$ cat src/rtl/gts_pkg.sv
// Package: shared helpers for the qualified GPIO timestamp event logic.
// Assumes widths and periods are given as positive integers in picoseconds.
package gts_pkg;

    // Rounds a minimum pulse width up to a whole number of clock cycles.
    function automatic int unsigned width_to_cycles(input int unsigned width_ps,
                                                    input int unsigned period_ps);
        return (width_ps + period_ps - 1) / period_ps;
    endfunction

    // Polarity encoding for one pin's active level.
    typedef enum logic {
        ACT_LOW  = 1'b0,
        ACT_HIGH = 1'b1
    } act_lvl_e;

endpackage

$ cat src/rtl/gts_sync.sv
// Module: two-flop synchroniser for a vector of asynchronous pins.
// Assumes every bit is an independent level signal and that no bus coherence is needed.
module gts_sync #(
    parameter int unsigned WIDTH = 2
) (
    input  logic             clk,
    input  logic             rst_n,
    input  logic [WIDTH-1:0] async_in,
    output logic [WIDTH-1:0] sync_out
);

    logic [WIDTH-1:0] meta_q;
    logic [WIDTH-1:0] sync_q;

    // Two register stages that settle metastability on the pin levels.
    always_ff @(posedge clk) begin
        if (!rst_n) begin
            meta_q <= '0;
            sync_q <= '0;
        end else begin
            meta_q <= async_in;
            sync_q <= meta_q;
        end
    end

    assign sync_out = sync_q;

endmodule

$ cat src/rtl/gts_width_qual.sv
// Module: qualifies one synchronised pin by the time it spends at its active level.
// It counts active cycles, saturates one above the limit, and emits one registered
// event when the count first exceeds MIN_CYC. Going inactive, or leaving input
// mode, resets the count. Assumes the pin level is already synchronous.
module gts_width_qual
    import gts_pkg::*;
#(
    parameter int unsigned MIN_CYC = 10
) (
    input  logic clk,
    input  logic rst_n,
    input  logic lvl,
    input  logic pol,
    input  logic arm,
    output logic evt
);

    localparam int unsigned CW = $clog2(MIN_CYC + 2);
    localparam logic [CW-1:0] LIMIT = CW'(MIN_CYC);
    localparam logic [CW-1:0] SAT   = CW'(MIN_CYC + 1);

    logic          active;
    logic [CW-1:0] cnt_q;
    logic          evt_q;

    // The pin counts as active only in input mode and at the level pol selects.
    assign active = arm && (lvl == ((pol == ACT_HIGH) ? 1'b1 : 1'b0));

    // Active-level cycle counter. It saturates so each stretch matches LIMIT once.
    always_ff @(posedge clk) begin
        if (!rst_n) begin
            cnt_q <= '0;
        end else if (!active) begin
            cnt_q <= '0;
        end else if (cnt_q != SAT) begin
            cnt_q <= cnt_q + 1'b1;
        end
    end

    // One-cycle event in the cycle where the active stretch passes the limit.
    always_ff @(posedge clk) begin
        if (!rst_n) begin
            evt_q <= 1'b0;
        end else begin
            evt_q <= active && (cnt_q == LIMIT);
        end
    end

    assign evt = evt_q;

endmodule

$ cat src/rtl/gts_sts_bit.sv
// Module: one status flag with a hardware set and a write-one-to-clear.
// A set and a clear in the same cycle leave the flag set.
module gts_sts_bit (
    input  logic clk,
    input  logic rst_n,
    input  logic set,
    input  logic clr,
    output logic q
);

    logic q_r;

    // Set has priority over clear; otherwise the flag holds its value.
    always_ff @(posedge clk) begin
        if (!rst_n) begin
            q_r <= 1'b0;
        end else begin
            q_r <= set | (q_r & ~clr);
        end
    end

    assign q = q_r;

endmodule

$ cat src/rtl/gpio_ts_event_irq.sv
// Module: top of the qualified GPIO timestamp event interrupt logic.
// Each pin is synchronised, then qualified by pulse width. The result drives a
// capture strobe and a capture status bit. A shared timer status is set by
// tmr_match and can be cleared by pin events. irq is registered.
// Assumes register decode and timestamp latching happen outside the block.
module gpio_ts_event_irq
    import gts_pkg::*;
#(
    parameter int unsigned NUM_PINS      = 2,
    parameter int unsigned CLK_PERIOD_PS = 4000,
    parameter int unsigned MIN_WIDTH_PS  = 40000
) (
    input  logic                clk,
    input  logic                rst_n,
    input  logic [NUM_PINS-1:0] pin_in,
    input  logic [NUM_PINS-1:0] pin_input_mode,
    input  logic [NUM_PINS-1:0] pin_pol,
    input  logic [NUM_PINS-1:0] cap_en,
    input  logic                tmr_clr_en,
    input  logic                tmr_irq_en,
    input  logic                tmr_match,
    input  logic [NUM_PINS-1:0] sw_clr_cap,
    input  logic                sw_clr_tmr,
    output logic [NUM_PINS-1:0] cap_sts,
    output logic                tmr_sts,
    output logic [NUM_PINS-1:0] cap_strobe,
    output logic                irq
);

    localparam int unsigned MIN_CYC = width_to_cycles(MIN_WIDTH_PS, CLK_PERIOD_PS);

    logic [NUM_PINS-1:0] pin_sync;
    logic [NUM_PINS-1:0] evt;
    logic                gpio_tmr_clr;
    logic                irq_q;

    gts_sync #(.WIDTH(NUM_PINS)) u_sync (
        .clk      (clk),
        .rst_n    (rst_n),
        .async_in (pin_in),
        .sync_out (pin_sync)
    );

    // One width qualifier and one capture status flag for each pin.
    for (genvar g = 0; g < NUM_PINS; g++) begin : g_pin
        gts_width_qual #(.MIN_CYC(MIN_CYC)) u_qual (
            .clk   (clk),
            .rst_n (rst_n),
            .lvl   (pin_sync[g]),
            .pol   (pin_pol[g]),
            .arm   (pin_input_mode[g]),
            .evt   (evt[g])
        );

        gts_sts_bit u_cap_sts (
            .clk   (clk),
            .rst_n (rst_n),
            .set   (evt[g]),
            .clr   (sw_clr_cap[g]),
            .q     (cap_sts[g])
        );
    end

    // A qualified event on any pin may clear the timer status.
    assign gpio_tmr_clr = tmr_clr_en & (|evt);

    gts_sts_bit u_tmr_sts (
        .clk   (clk),
        .rst_n (rst_n),
        .set   (tmr_match),
        .clr   (sw_clr_tmr | gpio_tmr_clr),
        .q     (tmr_sts)
    );

    // Registered OR of every status bit gated by its enable.
    always_ff @(posedge clk) begin
        if (!rst_n) begin
            irq_q <= 1'b0;
        end else begin
            irq_q <= (|(cap_sts & cap_en)) | (tmr_sts & tmr_irq_en);
        end
    end

    assign cap_strobe = evt;
    assign irq        = irq_q;

endmodule

$ cat config.mk
export PLATFORM = sky130hd
export DESIGN_NAME = gpio_ts_event_irq
export DESIGN_NICKNAME = d
export VERILOG_FILES = /design/src/rtl/gts_pkg.sv /design/src/rtl/gts_sync.sv /design/src/rtl/gts_width_qual.sv /design/src/rtl/gts_sts_bit.sv /design/src/rtl/gpio_ts_event_irq.sv
export SDC_FILE = /design/constraint.sdc
export NUM_CORES = 1
export LEC_CHECK = 0
export BUFFER_PORTS_ARGS = -buffer_cell sky130_fd_sc_hd__buf_2
export CAP_MARGIN = 5
export CORE_MARGIN = 3
export CORE_UTILIZATION = 45
export CTS_CLUSTER_DIAMETER = 200
export CTS_CLUSTER_SIZE = 14
export DETAILED_ROUTE_END_ITERATION = 7
export PLACE_DENSITY_LB_ADDON = 0.08
export SLEW_MARGIN = 20
export SYNTH_ARGS = -nofsm -noshare
export SYNTH_HDL_FRONTEND = slang
export SYNTH_HIERARCHICAL = 1
export SYNTH_SLANG_ARGS = --single-unit
$ cat constraint.sdc
create_clock -name clk -period 1.7 [get_ports clk]
set_clock_uncertainty 0.05 [all_clocks]
set_input_delay 0.34 -clock clk [delete_from_list [all_inputs] [get_ports clk]]
set_output_delay 0.34 -clock clk [all_outputs]
set_load 0.02 [all_outputs]
## Yosys cells after proc, flatten, opt, wreduce, memory -nomap -nowiden

Index checks and enable logic that the tools add are counted.

| operators by class | value |
|---|---|
| $add $sub $neg | 2 |
| shift operators | 0 |
| $mul | 0 |
| mux-type cells | 2 |
| $lt $le $gt $ge | 0 |
| equal/unequal tests | 6 |
| div/mod/pow operators | 0 |
| reductions and logical operators | 8 |
| bitwise logic cells | 14 |

Operators by type and width:

| operator | number |
|---|---|
| 4-bit by 1-bit adder with 4-bit output, second input constant | 2 |
| 4-bit equality test, second input constant | 2 |
| 4-bit != test, second input constant | 2 |
| 1-bit bitwise AND | 5 |
| 1-bit bitwise OR | 5 |
| 1-bit logical AND | 4 |
| 2-bit AND reduction | 2 |
| 2-bit OR reduction | 2 |
| 1-bit NOT | 3 |
| 2-bit bitwise AND | 1 |
| 1-bit equality test | 2 |
| 1-bit two-way mux | 2 |

| word-level totals | value |
|---|---|
| register bits after elaboration | 18 |
| output and inout bits | 6 |
| logic and storage cells | 42 |
| bits in latches | 0 |
| input bits | 16 |
| bits in writable memories | 0 |
| bits in read-only memories | 0 |
| memories | 0 |

## Depth between registers and ports, before layout

Gate-level depths: netlist (run 1).

| logic depth | value |
|---|---|
| word-level depth | 6 |
| depth in mapped cells | 4 |
| gate-level depth less buffers | 4 |

## Modules after synthesis

Netlist (run 1), hierarchy kept.

Modules (own cells, without submodules):

| module | area each (sq um) | instances | sequential area each (sq um) | cells an instance |
|---|---|---|---|---|
| gts_width_qual | 241.5 | 2 | 100.1 | 23 |
| gts_sts_bit | 41.3 | 3 | 20.0 | 3 |
| gts_sync | 105.1 | 1 | 80.1 | 8 |
| gpio_ts_event_irq | 47.5 | 1 | 20.0 | 5 |

## Least setup slack after synthesis (run 1)

Ideal clock, no wire load.

| path | value |
|---|---|
| path kind | register to register |
| start point | register g_pin[0].u_qual.cnt_q[0] |
| end point | register g_pin[0].u_qual.cnt_q[0] |
| data required time | 1535 ps |
| library setup time | 115 ps |
| setup slack | 677 ps |
| data arrival time | 858 ps |
| buffers on the path | 0 |
| clock period less this slack | 1023 ps |
| cell stages (with the launch flop) | 5 |
| cell sequence | dfxtp_1 > ha_1 > nand3b_2 > xnor2_1 > nor2_1 |

| between the ends | value |
|---|---|
| longest elaborated chain between the ends | 1 |
| elaborated cells on any way between the ends | 2 |
| those cells by class | add/sub (1); eq/ne (1) |

Ends and longest elaborated chain:

| item | RTL line | source |
|---|---|---|
| start, declared | gts_width_qual.sv:23 | `logic [CW-1:0] cnt_q;` |
| start signal, assigned | gts_width_qual.sv:36 | `cnt_q <= cnt_q + 1'b1;` |
| 4-bit by 1-bit adder with 4-bit output / 4-bit != test (equally long branches) | gts_width_qual.sv:36, gts_width_qual.sv:35 |  |

Several ways; a longest one is shown, not always the timed one.
A chain may end at the register's enable or synchronous reset.

## Worst setup path after layout (run 1)

| path | value |
|---|---|
| start point | register g_pin[1].u_cap_sts.q_r |
| end point | output port cap_sts[1] |

RTL lines:

| item | RTL line | source |
|---|---|---|
| start, declared | gts_sts_bit.sv:11 | `logic q_r;` |
| start signal, assigned | gts_sts_bit.sv:18 | `q_r <= set \| (q_r & ~clr);` |
| end, declared | gpio_ts_event_irq.sv:24 | `output logic [NUM_PINS-1:0] cap_sts,` |

No word-level cell between the ends.

==> results of run 1 <==
[stage by stage]
step | area (um^2) | util | setup slack, ns | std cells | hold WS [ns]
2_1_floorplan | 759.5 | - | 0.6773 | 68 | 0.3618
6_report | 920.9 | 0.5974 | 0.4897 | 109 | 0.2013
4_1_cts | 920.9 | 0.5974 | 0.4507 | 109 | 0.1839
3_5_place_dp | 884.6 | 0.5739 | 0.5893 | 105 | 0.3700
5_1_grt | 920.9 | 0.5974 | 0.4146 | 109 | 0.1852
3_3_place_gp | 884.6 | 0.5739 | 0.6068 | 105 | 0.3635
[report_power, final]
part           switching (uW)  leakage, uW  internal (uW)
clock network             124    0.0000210            130
logic                    25.5     0.000224           31.2
registers                6.48     0.000147            431
[state kept, by name (all words and copies together) (netlist names)]
signal / count
u_sync/meta_q: 2
g_pin.u_qual/cnt_q: 8
u_tmr_sts/q: 1
g_pin.u_cap_sts/q: 2
u_sync/sync_out: 2
g_pin.u_qual/evt: 2
irq: 1
[cell families after synthesis]
| logic type | Yosys count | synth area share |
|---|---|---|
| and+or+nand+nor | 29 | 0.2521 |
| DFF | 18 | 0.4745 |
| adders and majority gates | 4 | 0.06590 |
| muxes | 2 | 0.02636 |
| AOI/OAI and AO/OA | 7 | 0.08236 |
| xor gates and xnor gates | 6 | 0.08897 |
| buffers and inverters | 2 | 0.009888 |
[metal layers]
| metal | up-vias | part of all wire | global-route usage |
|---|---|---|---|
| li1 | 278 | - | - |
| met1 | 228 | 0.48 | 0.1488 |
| met2 | 18 | 0.41 | 0.1653 |
| met3 | 2 | 0.10 | 0.03448 |
| met4 | 0 | 0.010 | 0.09945 |
| met5 | - | 0 | 0 |
[worst max path at each step]
stage                                   startpoint                  endpoint  slack [ns]  cells after the start
after global placement                  pin_pol[1]  g_pin[1].u_qual/cnt_q[1]        0.61                      4
after CTS                     g_pin[1].u_cap_sts/q                cap_sts[1]        0.45                      1
final                         g_pin[1].u_cap_sts/q                cap_sts[1]        0.49                      1
after floorplan           g_pin[0].u_qual/cnt_q[0]  g_pin[0].u_qual/cnt_q[0]        0.68                      4
after detailed placement  g_pin[1].u_qual/cnt_q[0]  g_pin[1].u_qual/cnt_q[0]        0.59                      4
after global routing          g_pin[1].u_cap_sts/q                cap_sts[1]        0.41                      1
[placed cells by master, fill, tap and decap left out, types with 3 or more instances in the layout]
cell      count
clkbuf_4      3
dfxtp_1      18
and2_1        4
o21a_1        3
buf_2        21
nor2_1       12
ha_1          4
nor2b_4       3
[area by class of cell]
class / count / area, um^2 / area share
repair buffers: 21 / 105.1 / 0.1141
multi-input cells: 48 / 391.6 / 0.4253
inverters: 2 / 7.507 / 0.008152
flip-flops and latches: 18 / 360.3 / 0.3913
clock buffers: 4 / 36.28 / 0.03940
well taps: 16 / 20.02 / 0.02174
==> results.toml, run 1 <==
[yosys]
synthCells = 68
synthTopCellsByCount = "18 x dfxtp_1, 12 x nor2_1, 4 x and2_1, 4 x ha_1"
seq_area_frac_synth = 0.4745
synthTopCellsByArea = "dfxtp_1 47%, ha_1 6.6%, nor2_1 5.9%"
synth_nets = 88
synth.distinct_cells = 20
yosysMostFrequentCell = "dfxtp_1"
ys_warn_count = 6
ys_ff_latch = 18
synth_edf_count = 0
async_flop_share = 0
yosys_most_used_dff = "dfxtp_1"
synth_area_per_cell_um2 = 11.17
yosys.area.top_type_share = 0.4745
synth_area_um2 = 759.5
yosys.area.top_type = "dfxtp_1"

[clocking]
root_buffer = "clkbuf_4"
cts_tree = "built"
htree_levels = 1
path_clk_slew_ns = 0.10
cts_setup_buffers = 0
clock_path_buffers = 2
cts_buffers = 3
cts_resized = 0
clock_latency_ns = 0.29
clock-sinks = 18
hold_buffers = 0

[critical_path]
rr_endpoint = "g_pin[1].u_qual/cnt_q[0]"
criticalPathCategory = "flip-flop to primary output"
worstPathMaxFanout = 3
critPathSlowestCell = "dfxtp_1"
critPathCaptureType = "primary output"
reg2reg_from = "g_pin[1].u_qual/cnt_q[1]"
crit_family = "flip-flops"
ff2ff_setup_slack_ns = 0.58
ff2ff_path_depth = 4
arrival_ns = 0.82
startpoint_type = "flip-flop"
worstPathCellList = "buf_2"
path_buf_inv = 1
slowest_delay_ns = 0.36
worstPathRequired_ns = 1.31

[cells_and_area]
nets = 114
fill_cells = 139
drive_gt1_frac = 0.3871
area_growth_pct = 21.25
num_antenna_cells = 0

[timing]
finalWorstPathRequiredPeriod_ns = 1.210
fin_crit_sh = 0.7120
worst_pin_slew_ns = 0.2598
final_max_slew_viol_count = 0
hold_violations = 0
final.setup.tns_ns = 0
max_freq_mhz = 826.2
relSlewSlack = 0.8268
setup_viol = 0
rsz0062_at_grt = "no"

[min_path]
hold_path.class = "input port to flip-flop"
holdPathStages = 2
hold_path_end = "u_sync/meta_q[0]"
min_from = "pin_in[0]"

[routing]
wl_per_cell_um = 10.58
drt_first_pass_iters = 4
antenna_left = 0
num_vias = 526
post-route-drc-count = 0
vias_per_cell = 4.826
drt_wl_total_mm = 1.153
drt_iter0_markers = 7

[global_route]
antenna_found_initial = 0
grt-ovfl-total = 0
grt_pass1_wl_mm = 1.773
grt_max_degree = 11
grt_pass1_vias = 439
grt_usage = 0.1187

[flow_run]
cap_viol_max_count = 0

[floorplan]
start_util = 0.4927
ioPinCount = 22
num_rows = 14
die-area_um2 = 2217
core_um2 = 1541
die_y_um = 47.08
die_w_um = 47.08

[placement]
dpl.hpwl_um = 878.8
gp_congestion = 0.6680
io_buffers = 21

[pwr]
cellLeakagePower_uw = 0.0003913
p_per_area_nw_per_um2 = 813.0
total_power_uw = 748.7
ir_drop_uv = 490.5

[outcome]
outcome = "completed"
(Power assumes the default switching activity.)
==> inputs of run 2 (changes only) <==
Settings changed: ABC_AREA set to 1.
Clock period 1.7 ns to 1.2 ns, I/O delays scaled along.
==> run 2 against run 1 <==
- count of clock-buffer cells in the layout stayed put
- wire length rose by 28%
- synthesized cell count grew 68%
- via count grew 35%
- critical path depth stayed put
- first-iteration DRC count grew 140%
- largest power group unchanged
==> results.toml, run 2 <==
[yosys]
synthCells = 114
synth_edf_count = 0
synthTopCellsByArea = "dfxtp_1 43%, inv_1 13%, nand2_1 12%"
synth_area_per_cell_um2 = 7.288
yosys.area.top_type_share = 0.4337
synthTopCellsByCount = "29 x inv_1, 26 x nand2_1, 18 x dfxtp_1"
yosys_most_used_dff = "dfxtp_1"
yosys.area.top_type = "dfxtp_1"
synth.distinct_cells = 13
ys_ff_latch = 18
seq_area_frac_synth = 0.4337
async_flop_share = 0
yosysMostFrequentCell = "inv_1"
ys_warn_count = 6
synth_area_um2 = 830.8
synth_nets = 134

[clocking]
htree_levels = 1
clock_path_buffers = 2
cts_setup_buffers = 0
hold_buffers = 0
clock-sinks = 18
cts_tree = "built"
cts_buffers = 3
path_clk_slew_ns = 0.10
cts_resized = 0
clock_latency_ns = 0.29
root_buffer = "clkbuf_4"

[cells_and_area]
seq_area_um2 = 361.6
nets = 161
largest_reg_flops = 8
final_common_cell = "inv_1"
fin_util = 0.6289
regMostFlops = "g_pin.u_qual/cnt_q"
multi_input_area_um2 = 356.6
final_area_um2 = 1013
fill_cells = 160
final_cell_mix = "29 x inv_1, 26 x nand2_1, 21 x buf_2"
area_growth_pct = 21.99
drive_gt1_frac = 0.2786
num_antenna_cells = 0

[placement]
dpl.hpwl_mm = 1.147
io_buffers = 21
dpl_worst_slack_ns = 0.1303
gp_congestion = 0.8077
placed_area_um2 = 973.4

[routing]
vias_per_cell = 4.317
wl_per_cell_um = 9.030
drt_wl_total_mm = 1.481
drt_iter0_markers = 17
drt_first_pass_iters = 4
antenna_left = 0
num_vias = 708
post-route-drc-count = 0

[critical_path]
critPathSlowestCell = "dfxtp_1"
worstPathCellList = "buf_2"
worstPathRequired_ns = 0.91
slowest_delay_ns = 0.37
critPathCaptureType = "primary output"
crit_family = "flip-flops"
startpoint_type = "flip-flop"
arrival_ns = 0.83
path_buf_inv = 1
worstPathMaxFanout = 3
criticalPathCategory = "flip-flop to primary output"

[timing]
final.setup.tns_ns = 0
max_freq_mhz = 892.7
final_max_slew_viol_count = 0
hold_violations = 0
relSlewSlack = 0.8489
rsz0062_at_grt = "no"
fin_ws_ns = 0.07977
fin_crit_sh = 0.9335
finalWorstPathRequiredPeriod_ns = 1.120
worst_pin_slew_ns = 0.2264
setup_viol = 0

[global_route]
grt_max_degree = 11
antenna_found_initial = 0
grt-ovfl-total = 0
grt_usage = 0.1359
grt_pass1_wl_mm = 2.525
grt_pass1_vias = 629

[floorplan]
num_rows = 14
die_w_um = 48.97
die_y_um = 48.97
core_um2 = 1612
ioPinCount = 22
die-area_um2 = 2398
start_util = 0.5155

[outcome]
outcome = "completed"

[min_path]
hold_path.class = "input port to flip-flop"

[flow_run]
cap_viol_max_count = 0

[pwr]
cellLeakagePower_uw = 0.0005223
ir_drop_uv = 906.8
p_per_area_nw_per_um2 = 1056
run 2: cell families (layout without fill, tap and decap cells):
group,Yosys count,after routing,synth area share
compound gates,10,10,0.07380
fa+ha+maj,4,4,0.06024
buf+inv,31,57,0.1401
flops,18,18,0.4337
simple gates,51,51,0.2922
run 2: where the power goes:
part,internal (uW),total [uW],leakage (uW),switching (uW)
registers,611,620,0.000147,9.26
clock network,185,367,0.0000210,182
logic,38.8,83.6,0.000354,44.8
run 2: layer usage:
layer / vias to the layer above / track usage / part of all wire
li1: 395 / - / -
met1: 290 / 0.1468 / 0.50
met2: 21 / 0.2172 / 0.41
met3: 2 / 0.07645 / 0.076
met4: 0 / 0.05687 / 0.011
met5: - / 0 / 0
run 2: final timing paths:
check | from | endpoint | slack (ns) | cells after the start
worst max-delay path | g_pin[0].u_cap_sts/q | cap_sts[0] | 0.08 | 1
worst max register to register | g_pin[0].u_qual/cnt_q[0] | g_pin[0].u_qual/cnt_q[1] | 0.12 | 5
worst min-delay path | pin_in[0] | u_sync/meta_q[0] | 0.07 | 3
worst min register to register | u_sync/meta_q[0] | u_sync/sync_out[0] | 0.38 | 2
run 2: metrics by stage:
step / hold WS, ns / total power (uW) / std cells
final: 0.07109 / 1071 / 164
after detailed placement: 0.3668 / 718.3 / 160
after global routing: 0.04890 / 1136 / 164
after global placement: 0.3638 / 716.4 / 160
after floorplan: 0.2835 / 677.2 / 114
after CTS: 0.05518 / 1095 / 164
run 2: area by class of cell:
cell class                 count  share of cell area
timing repair buffer          22              0.1111
multi-input combinational     65              0.3519
sequential                    18              0.3568
clock buffer                   4             0.03580
inverter                      31              0.1148
tap                           24             0.02963
==> inputs of run 3 (changes only) <==
==> constraint.sdc (replaced) <==
create_clock -name clk -period 1.2 [get_ports clk]
set_clock_uncertainty 0.05 [all_clocks]
set_input_delay 0.12 -clock clk [delete_from_list [all_inputs] [get_ports clk]]
set_output_delay 0.12 -clock clk [all_outputs]
set_load 0.02 [all_outputs]
==> run 3 against run 2 <==
- critical path depth up 4
- largest power group unchanged
- non-clock buffer count rose by 1
- highest routed layer is now met3
- hold slack got worse by 0.051 ns
- flip-flop and latch count did not move
- register-to-register slack is essentially flat
==> results.toml, run 3 (synthesized netlist as in run 2, its figures left out) <==
[cells_and_area]
nets = 162
largest_reg_flops = 8
regMostFlops = "g_pin.u_qual/cnt_q"
final_cell_mix = "29 x inv_1, 26 x nand2_1, 21 x buf_2"
num_antenna_cells = 0
drive_gt1_frac = 0.2766
fin_cells = 165
final_common_cell = "inv_1"
area_growth_pct = 23.80

[clocking]
clock_path_buffers = 2
clock-sinks = 18
cts_buffers = 3
cts_tree = "built"
cts_setup_buffers = 0
path_clk_slew_ns = 0.10
clock_latency_ns = 0.29
root_buffer = "clkbuf_4"
htree_levels = 1

[flow_run]
cap_viol_max_count = 0

[timing]
fin_ws_ns = 0.1149
finalWorstPathRequiredPeriod_ns = 1.085
relSlewSlack = 0.8490
final_max_slew_viol_count = 0
worst_pin_slew_ns = 0.2261
rsz0062_at_grt = "no"
setup_viol = 0
hold_violations = 0
fin_crit_sh = 0.9042
final.setup.tns_ns = 0
max_freq_mhz = 921.6

[critical_path]
startpoint_type = "flip-flop"
rr_endpoint = "g_pin[1].u_qual/cnt_q[1]"
worstPathMaxFanout = 5
path_buf_inv = 1
criticalPathCategory = "flip-flop to flip-flop"
critPathCaptureType = "flip-flop"
crit_family = "flip-flops"
reg2reg_from = "g_pin[1].u_qual/cnt_q[0]"
ff2ff_path_depth = 5
slowest_delay_ns = 0.42
critPathSlowestCell = "dfxtp_1"
worstPathCellList = "inv_1 -> ha_1 -> nand2_1 -> nand2_1 -> nor2_2"
arrival_ns = 1.27
crit_path_frequent_cell = "nand2_1"
worstPathRequired_ns = 1.39
ff2ff_setup_slack_ns = 0.11

[pwr]
p_seq_frac = 0.580
pwr-share-comb = 0.081
p_per_area_nw_per_um2 = 1039
p_int_uw = 836.6
p_sw_uw = 232.2
ir_drop_uv = 901.4
cellLeakagePower_uw = 0.0005229
power_frac_clock = 0.339
sw_frac_of_total = 0.2172

[routing]
num_vias = 742
wl_per_cell_um = 9.012
routed.top_layer = "met3"
drt_iter0_markers = 11
drt-met1-wl_um = 671
post-route-drc-count = 0
antenna_left = 0
dr_wl_met3_um = 132
routed-wl-met2_um = 683
drt_wl_total_mm = 1.487
vias_per_cell = 4.497
drt_first_pass_iters = 3

[floorplan]
die-area_um2 = 2398
core_um2 = 1612
num_rows = 14
start_util = 0.5155
die_w_um = 48.97
die_y_um = 48.97
ioPinCount = 22

[global_route]
grt_pass1_wl_mm = 2.608
grt_max_degree = 11
grt_pass1_vias = 658
grt-ovfl-total = 0
grt_usage = 0.1387
antenna_found_initial = 0

[placement]
place_inst = 159
gp_congestion = 0.8037
io_buffers = 21
dpl_worst_slack_ns = 0.1398
dpl.hpwl_mm = 1.125

[min_path]
min_from = "tmr_match"
hold_path.class = "input port to flip-flop"
holdPathStages = 3
hold_path_end = "u_tmr_sts/q"

[outcome]
outcome = "completed"
run 3: cell type report:
class                   instances  area (um^2)
multi-input cells              65        359.1
fillers                       153        583.1
inverters                      31        116.4
clock buffers                   4        36.28
well taps                      24        30.03
flip-flops and latches         18        361.6
repair buffers                 23        125.1
run 3: worst max path at each step:
| stage | start | to | depth (start not counted) |
|---|---|---|---|
| global placement | g_pin[1].u_qual/cnt_q[0] | g_pin[1].u_qual/cnt_q[1] | 5 |
| finish | g_pin[1].u_qual/cnt_q[0] | g_pin[1].u_qual/cnt_q[1] | 5 |
| detailed placement | g_pin[0].u_qual/cnt_q[1] | g_pin[0].u_qual/cnt_q[2] | 5 |
| CTS | g_pin[0].u_qual/cnt_q[1] | g_pin[0].u_qual/cnt_q[1] | 5 |
| global route | g_pin[0].u_qual/cnt_q[0] | g_pin[0].u_qual/cnt_q[2] | 5 |
| floorplan | g_pin[0].u_qual/cnt_q[0] | g_pin[0].u_qual/cnt_q[1] | 5 |
run 3: power by group through the flow:
stage          Clock [uW]  Sequential, uW  Combinational [uW]
2_1_floorplan           0             636                40.9
3_3_place_gp            0             633                80.0
3_5_place_dp            0             634                82.1
4_1_cts               387             620                87.5
5_1_grt               417             623                99.7
6_report              362             620                86.3
run 3: routing by layer:
| metal | vias up | global-route usage |
|---|---|---|
| li1 | 401 | - |
| met1 | 322 | 0.1570 |
| met2 | 19 | 0.2285 |
| met3 | 0 | 0.07645 |
| met4 | 0 | 0.02844 |
| met5 | - | 0 |
run 3: stage by stage:
step	hold WS [ns]	power, uW	utilization	cell area (um^2)
2_1_floorplan	0.1635	677.2	-	830.8
3_3_place_gp	0.2496	713.4	0.5994	965.9
3_5_place_dp	0.2578	715.6	0.5994	965.9
4_1_cts	0.004242	1094	0.6343	1022
5_1_grt	0.01215	1139	0.6382	1028
6_report	0.02052	1069	0.6382	1028
run 3: worst min-delay path, stage by stage:
cell and delay (ns):
buf_2 0.09, inv_1 0.06, a21oi_2 0.05
run 3: repair_timing:
| item | in CTS | in global routing |
|---|---|---|
| resized for setup | 0 | 3 |
| hold endpoints to repair | 2 | 0 |
| endpoints found under the setup margin | 0 | 4 |
| hold buffers | 2 | 0 |
